**src/rtl/rstseq_pkg.sv**
```systemverilog
package rstseq_pkg;
  localparam int STAT_W   = 4;
  localparam int ST_PIN   = 0;
  localparam int ST_WDOG  = 1;
  localparam int ST_ILLOP = 2;
  localparam int ST_CLK   = 3;

  typedef enum logic [1:0] {
    PH_IDLE   = 2'd0,
    PH_DRIVE  = 2'd1,
    PH_SETTLE = 2'd2
  } phase_t;

  // Packed so that bit positions match the status word.
  typedef struct packed {
    logic clkfail;
    logic illop;
    logic wdog;
    logic pin;
  } cause_t;
endpackage

```
**src/rtl/rstseq_trigger.sv**
```systemverilog
module rstseq_trigger
  import rstseq_pkg::*;
(
  input  logic   req_illop,
  input  logic   req_dbg,
  input  logic   req_clkfail,
  input  logic   req_wdog,
  input  logic   pin_en,
  input  logic   pin_in,
  output cause_t cause,
  output logic   start
);
  always_comb begin
    cause.pin     = pin_en & ~pin_in;
    cause.wdog    = req_wdog;
    cause.illop   = req_illop;
    cause.clkfail = req_clkfail;
    // Debug request starts a sequence without owning a status bit.
    start         = (|cause) | req_dbg;
  end
endmodule

```
**src/rtl/rstseq_phase.sv**
```systemverilog
module rstseq_phase
  import rstseq_pkg::*;
#(
  parameter int DRIVE_CYC  = 34,
  parameter int SETTLE_CYC = 38
) (
  input  logic   clk,
  input  logic   arst_n,
  input  logic   start,
  output phase_t phase,
  output logic   sample_now
);
  localparam int LONGEST = (DRIVE_CYC > SETTLE_CYC) ? DRIVE_CYC : SETTLE_CYC;
  localparam int CW      = (LONGEST < 2) ? 1 : $clog2(LONGEST);
  localparam logic [CW-1:0] DRIVE_LAST  = CW'(DRIVE_CYC - 1);
  localparam logic [CW-1:0] SETTLE_LAST = CW'(SETTLE_CYC - 1);

  logic [CW-1:0] cnt_q;

  always_ff @(posedge clk or negedge arst_n) begin
    if (!arst_n) begin
      phase <= PH_IDLE;
      cnt_q <= '0;
    end else begin
      unique case (phase)
        PH_IDLE: begin
          cnt_q <= '0;
          if (start) phase <= PH_DRIVE;
        end
        PH_DRIVE: begin
          if (cnt_q == DRIVE_LAST) begin
            phase <= PH_SETTLE;
            cnt_q <= '0;
          end else begin
            cnt_q <= cnt_q + 1'b1;
          end
        end
        PH_SETTLE: begin
          if (cnt_q == SETTLE_LAST) begin
            phase <= PH_IDLE;
            cnt_q <= '0;
          end else begin
            cnt_q <= cnt_q + 1'b1;
          end
        end
        default: begin
          phase <= PH_IDLE;
          cnt_q <= '0;
        end
      endcase
    end
  end

  assign sample_now = (phase == PH_SETTLE) && (cnt_q == SETTLE_LAST);
endmodule

```
**src/rtl/rstseq_status.sv**
```systemverilog
module rstseq_status
  import rstseq_pkg::*;
(
  input  logic              clk,
  input  logic              arst_n,
  input  logic              accept,
  input  logic              sample_now,
  input  cause_t            cause,
  output logic [STAT_W-1:0] status
);
  logic [STAT_W-1:0] cause_bits;
  assign cause_bits = cause;

  for (genvar i = 0; i < STAT_W; i++) begin : g_bit
    if (i == ST_PIN) begin : g_pin
      // Pin cause is decided only at the end of the wait phase.
      always_ff @(posedge clk or negedge arst_n) begin
        if (!arst_n)         status[i] <= 1'b0;
        else if (accept)     status[i] <= 1'b0;
        else if (sample_now) status[i] <= cause_bits[i];
      end
    end else begin : g_req
      always_ff @(posedge clk or negedge arst_n) begin
        if (!arst_n)     status[i] <= 1'b0;
        else if (accept) status[i] <= cause_bits[i];
      end
    end
  end
endmodule

```
**src/rtl/reset_sequencer.sv**
```systemverilog
module reset_sequencer
  import rstseq_pkg::*;
#(
  parameter int DRIVE_CYC  = 34,
  parameter int SETTLE_CYC = 38
) (
  input  logic        clk,
  input  logic        arst_n,
  input  logic        req_illop,
  input  logic        req_dbg,
  input  logic        req_clkfail,
  input  logic        req_wdog,
  input  logic        pin_en,
  input  logic        pin_in,
  output logic        pin_drive_low,
  output logic        core_rst,
  output logic [3:0]  status
);
  cause_t cause;
  logic   start;
  phase_t phase;
  logic   sample_now;
  logic   accept;

  rstseq_trigger u_trig (
    .req_illop   (req_illop),
    .req_dbg     (req_dbg),
    .req_clkfail (req_clkfail),
    .req_wdog    (req_wdog),
    .pin_en      (pin_en),
    .pin_in      (pin_in),
    .cause       (cause),
    .start       (start)
  );

  rstseq_phase #(
    .DRIVE_CYC  (DRIVE_CYC),
    .SETTLE_CYC (SETTLE_CYC)
  ) u_phase (
    .clk        (clk),
    .arst_n     (arst_n),
    .start      (start),
    .phase      (phase),
    .sample_now (sample_now)
  );

  assign accept = start && (phase == PH_IDLE);

  rstseq_status u_stat (
    .clk        (clk),
    .arst_n     (arst_n),
    .accept     (accept),
    .sample_now (sample_now),
    .cause      (cause),
    .status     (status)
  );

  assign pin_drive_low = (phase == PH_DRIVE);
  assign core_rst      = (phase != PH_IDLE);
endmodule

```
**config.mk**
```make
export PLATFORM = sky130hd
export DESIGN_NAME = reset_sequencer
export DESIGN_NICKNAME = d
export VERILOG_FILES = /design/src/rtl/rstseq_pkg.sv /design/src/rtl/rstseq_trigger.sv /design/src/rtl/rstseq_phase.sv /design/src/rtl/rstseq_status.sv /design/src/rtl/reset_sequencer.sv
export SDC_FILE = /design/constraint.sdc
export NUM_CORES = 1
export LEC_CHECK = 0
export BUFFER_PORTS_ARGS = -buffer_cell sky130_fd_sc_hd__buf_2
export CELL_PAD_IN_SITES_DETAIL_PLACEMENT = 1
export CELL_PAD_IN_SITES_GLOBAL_PLACEMENT = 1
export CORE_MARGIN = 2
export CORE_UTILIZATION = 40
export DETAILED_ROUTE_END_ITERATION = 12
export PLACE_DENSITY_LB_ADDON = 0.15
export SYNTH_ARGS = -nofsm -noshare
export SYNTH_HDL_FRONTEND = slang
export SYNTH_HIERARCHICAL = 1
export SYNTH_SLANG_ARGS = --single-unit
```
**constraint.sdc**
```tcl
create_clock -name clk -period 1.7 [get_ports clk]
set_input_delay 0.085 -clock clk [delete_from_list [all_inputs] [get_ports clk]]
set_output_delay 0.085 -clock clk [all_outputs]
set_load 0.1 [all_outputs]
```
==> results.yml <==
clock_network:
  cts.reportedPaths.clkPinSlew_ps: 80
  cts_inserted_buffers: 3
  post_cts_resized: 0
  clockBufferDepth: 2
  clk_latency_ps: 280
  cts_root_buffer: "clkbuf_4"
  cts_hold_buffers: 1
  post_cts_buffers: 0
  clock-sinks: 12
  cts_tree: "done"
  ctsHtreeMaxLevel: 1
die:
  die_w_um: 45.9
  initial_core_util: 0.416
  core_mm2: 0.00169
  io_pins: 14
  fp.dieH_um: 45.9
  placementRows: 15
  die_area_mm2: 0.00211
place:
  portBuffers: 13
  dpl.hpwl_mm: 1.02
  dp_slack_ps: 202
  place_inst: 91
  gp_congestion: 0.781
worst_setup_path:
  critPathMaxFanout: 5
  slowest_delay_ps: 410
  regToRegEndpoint: "u_stat/status[0]$_DFFE_PN0P_"
  path_class: "reg -> reg"
  cp-start-kind: "flip-flop"
  r2r-start: "u_phase/cnt_q[1]$_DFF_PN0_"
  required_ps: 1850
  cp_num_buf_inv: 1
  crit_chain: "inv_1 > ha_1 > and4bb_1 > and3_2 > mux2i_1 > nor2_1"
  cp-end-kind: "flip-flop"
  critPathSlowestCell: "dfrtp_1"
  path_delay_family: "simple AND/OR/NAND/NOR gates"
  ff2ff_path_depth: 6
  rrSetupSlack_ps: 210
  critical_path_depth: 6
  worstPathArrival_ps: 1640
power_and_ir_drop:
  switchingPower_w: 0.000146
  pwr-share-comb: 0.104
  internal-power_w: 0.000435
  fin_total_pwr_w: 0.000580
  seqPwrFrac: 0.502
  leakage_nw: 0.425
  switching_share: 0.251
  pwr-share-clk: 0.394
  vdd_drop_max_mv: 0.409
  power_density_mw_per_mm2: 715
status:
  status: "finished, final reports clean"
timing:
  setup_tns_ps: 0
  max_slew_margin: 0.663
  fmax_mhz: 670
  min_period_ps: 1490
  finalSetupViolations: 0
  fin_crit_sh: 0.878
  worst_slew_pin_slew_ps: 505
  clock_skew_ps: 7.32
  hold_viol: 0
  post-route-worst-setup-slack_ps: 207
  rsz0062_at_grt: "no"
  drv_slew: 0
synth:
  synth_cell_types: 30
  syn_nets: 77
  ys_top_cells_by_area: "dfrtp_1 43%, ha_1 8.9%, mux2_2 4.8%"
  avgSynthCellArea_um2: 11.0
  synth_top_area_frac: 0.428
  synth-async-reset-ratio: 1.00
  netlist_area_um2: 702
  synth_edf_count: 0
  yosys.area.top_type: "dfrtp_1"
  ys_warn_count: 6
  synth_ff_type: "dfrtp_1"
  synth-seq-cells: 12
  seq_area_frac_synth: 0.428
  syn_inst: 64
cells_and_area:
  num_antenna_cells: 0
  instances_no_fill: 96
  drive_above_1_share: 0.329
  n_fill_cell: 189
  area_growth_syn_to_layout_pct: 15.7
  nNetsFinal: 93
global_routing:
  busiest_layer: "met2"
  grtUsageTotal: 0.170
  grt_pass1_vias: 526
  grtUsageMet3: 0.0714
  globalRouteMet2Util: 0.261
  antenna_found_initial: 0
  grt_pass1_wl_mm: 2.42
  grt_max_degree: 13
  grt_overflow_total: 0
  use_met1: 0.208
detailed_routing:
  wl_per_cell_um: 13.8
  viasPerCell: 5.20
  wl_mm: 1.32
  vias: 499
  drt_pre_antenna_iters: 5
  ant_nets: 0
  drc_errors: 0
  drt_iter0_markers: 7
min_path:
  hp-class: "in -> reg"
  holdPathStages: 2
  hold_path.startpoint: "req_clkfail"
  min_delay_worst_endpoint: "u_stat/status[3]$_DFFE_PN0P_"
run:
  max_cap_violations: 0
how the worst max path moves through the flow:
stage	endpoint	start	slack, ps
after floorplan	u_stat/status[0]$_DFFE_PN0P_	u_phase/cnt_q[1]$_DFF_PN0_	330
after detailed placement	u_stat/status[0]$_DFFE_PN0P_	u_phase/cnt_q[1]$_DFF_PN0_	200
after global routing	u_stat/status[0]$_DFFE_PN0P_	u_phase/cnt_q[1]$_DFF_PN0_	100
after CTS	u_stat/status[0]$_DFFE_PN0P_	u_phase/cnt_q[1]$_DFF_PN0_	200
final	u_stat/status[0]$_DFFE_PN0P_	u_phase/cnt_q[1]$_DFF_PN0_	210
after global placement	u_stat/status[0]$_DFFE_PN0P_	u_phase/cnt_q[1]$_DFF_PN0_	220
cell usage in the layout (no fill, tap or decap), types with 2 or more instances in the layout:
cell type   n
buf_2      13
ha_1        5
nor3_1      5
mux2_2      3
nor2_1      2
inv_1       7
xor2_1      2
clkbuf_4    3
nand2b_1    2
dfrtp_1    12
o211ai_1    2
mux2i_1     2
kinds of logic after synthesis:
kind of cell | after synthesis | synth area share
buf+inv | 10 | 0.0695
flops | 12 | 0.428
fa+ha+maj | 5 | 0.0891
xor+xnor | 3 | 0.0374
simple gates | 21 | 0.196
mux | 5 | 0.0766
compound gates | 8 | 0.103
routing by layer:
| metal | vias to the layer above | wire length [um] |
|---|---|---|
| met2 | 5 | 637 |
| met3 | 0 | 37 |
| met5 | - | 0 |
| met4 | 0 | 0 |
| li1 | 251 | - |
| met1 | 243 | 645 |
cell type report:
class	count	area, um2	area share
Multi-Input combinational cell	42	353	0.435
Timing Repair Buffer	14	75.1	0.0924
Sequential cell	12	300	0.370
Tap cell	17	21.3	0.0262
Inverter	7	26.3	0.0324
Clock buffer	4	36.3	0.0447
worst reg2reg max path: cells and delay by family, from the launching register on:
kind | cells | cell delay [ps]
mux | 1 | 190
simple gates | 3 | 580
buf+inv | 1 | 70
fa+ha+maj | 1 | 140
flops | 1 | 410
power groups by stage:
stage,Sequential [W],Combinational [W],Clock (W)
detailed placement,0.000297,0.0000595,0
global route,0.000292,0.0000645,0.000256
finish,0.000291,0.0000602,0.000229
CTS,0.000291,0.0000612,0.000242
floorplan,0.000329,0.0000112,0
global placement,0.000297,0.0000588,0
flip-flops by register name (all words and copies together), names as in the netlist:
name,cells
u_phase/cnt_q,6
u_phase/phase,2
u_stat/status,4
stage by stage:
stage,hold slack [ps],area (um2),utilization
floorplan,-211,702,-
global placement,-15.4,766,0.453
detailed placement,-15.5,766,0.453
CTS,57.0,812,0.481
global route,64.0,812,0.481
finish,72.4,812,0.481
cell usage after synthesis, types with 2 or more instances:
cell / n
o211ai_1: 2
buf_4: 3
dfrtp_1: 12
mux2i_1: 2
nor3_1: 5
inv_1: 7
nand2b_1: 2
xor2_1: 2
ha_1: 5
mux2_2: 3
nor2_1: 2
(Power assumes the default switching activity.)
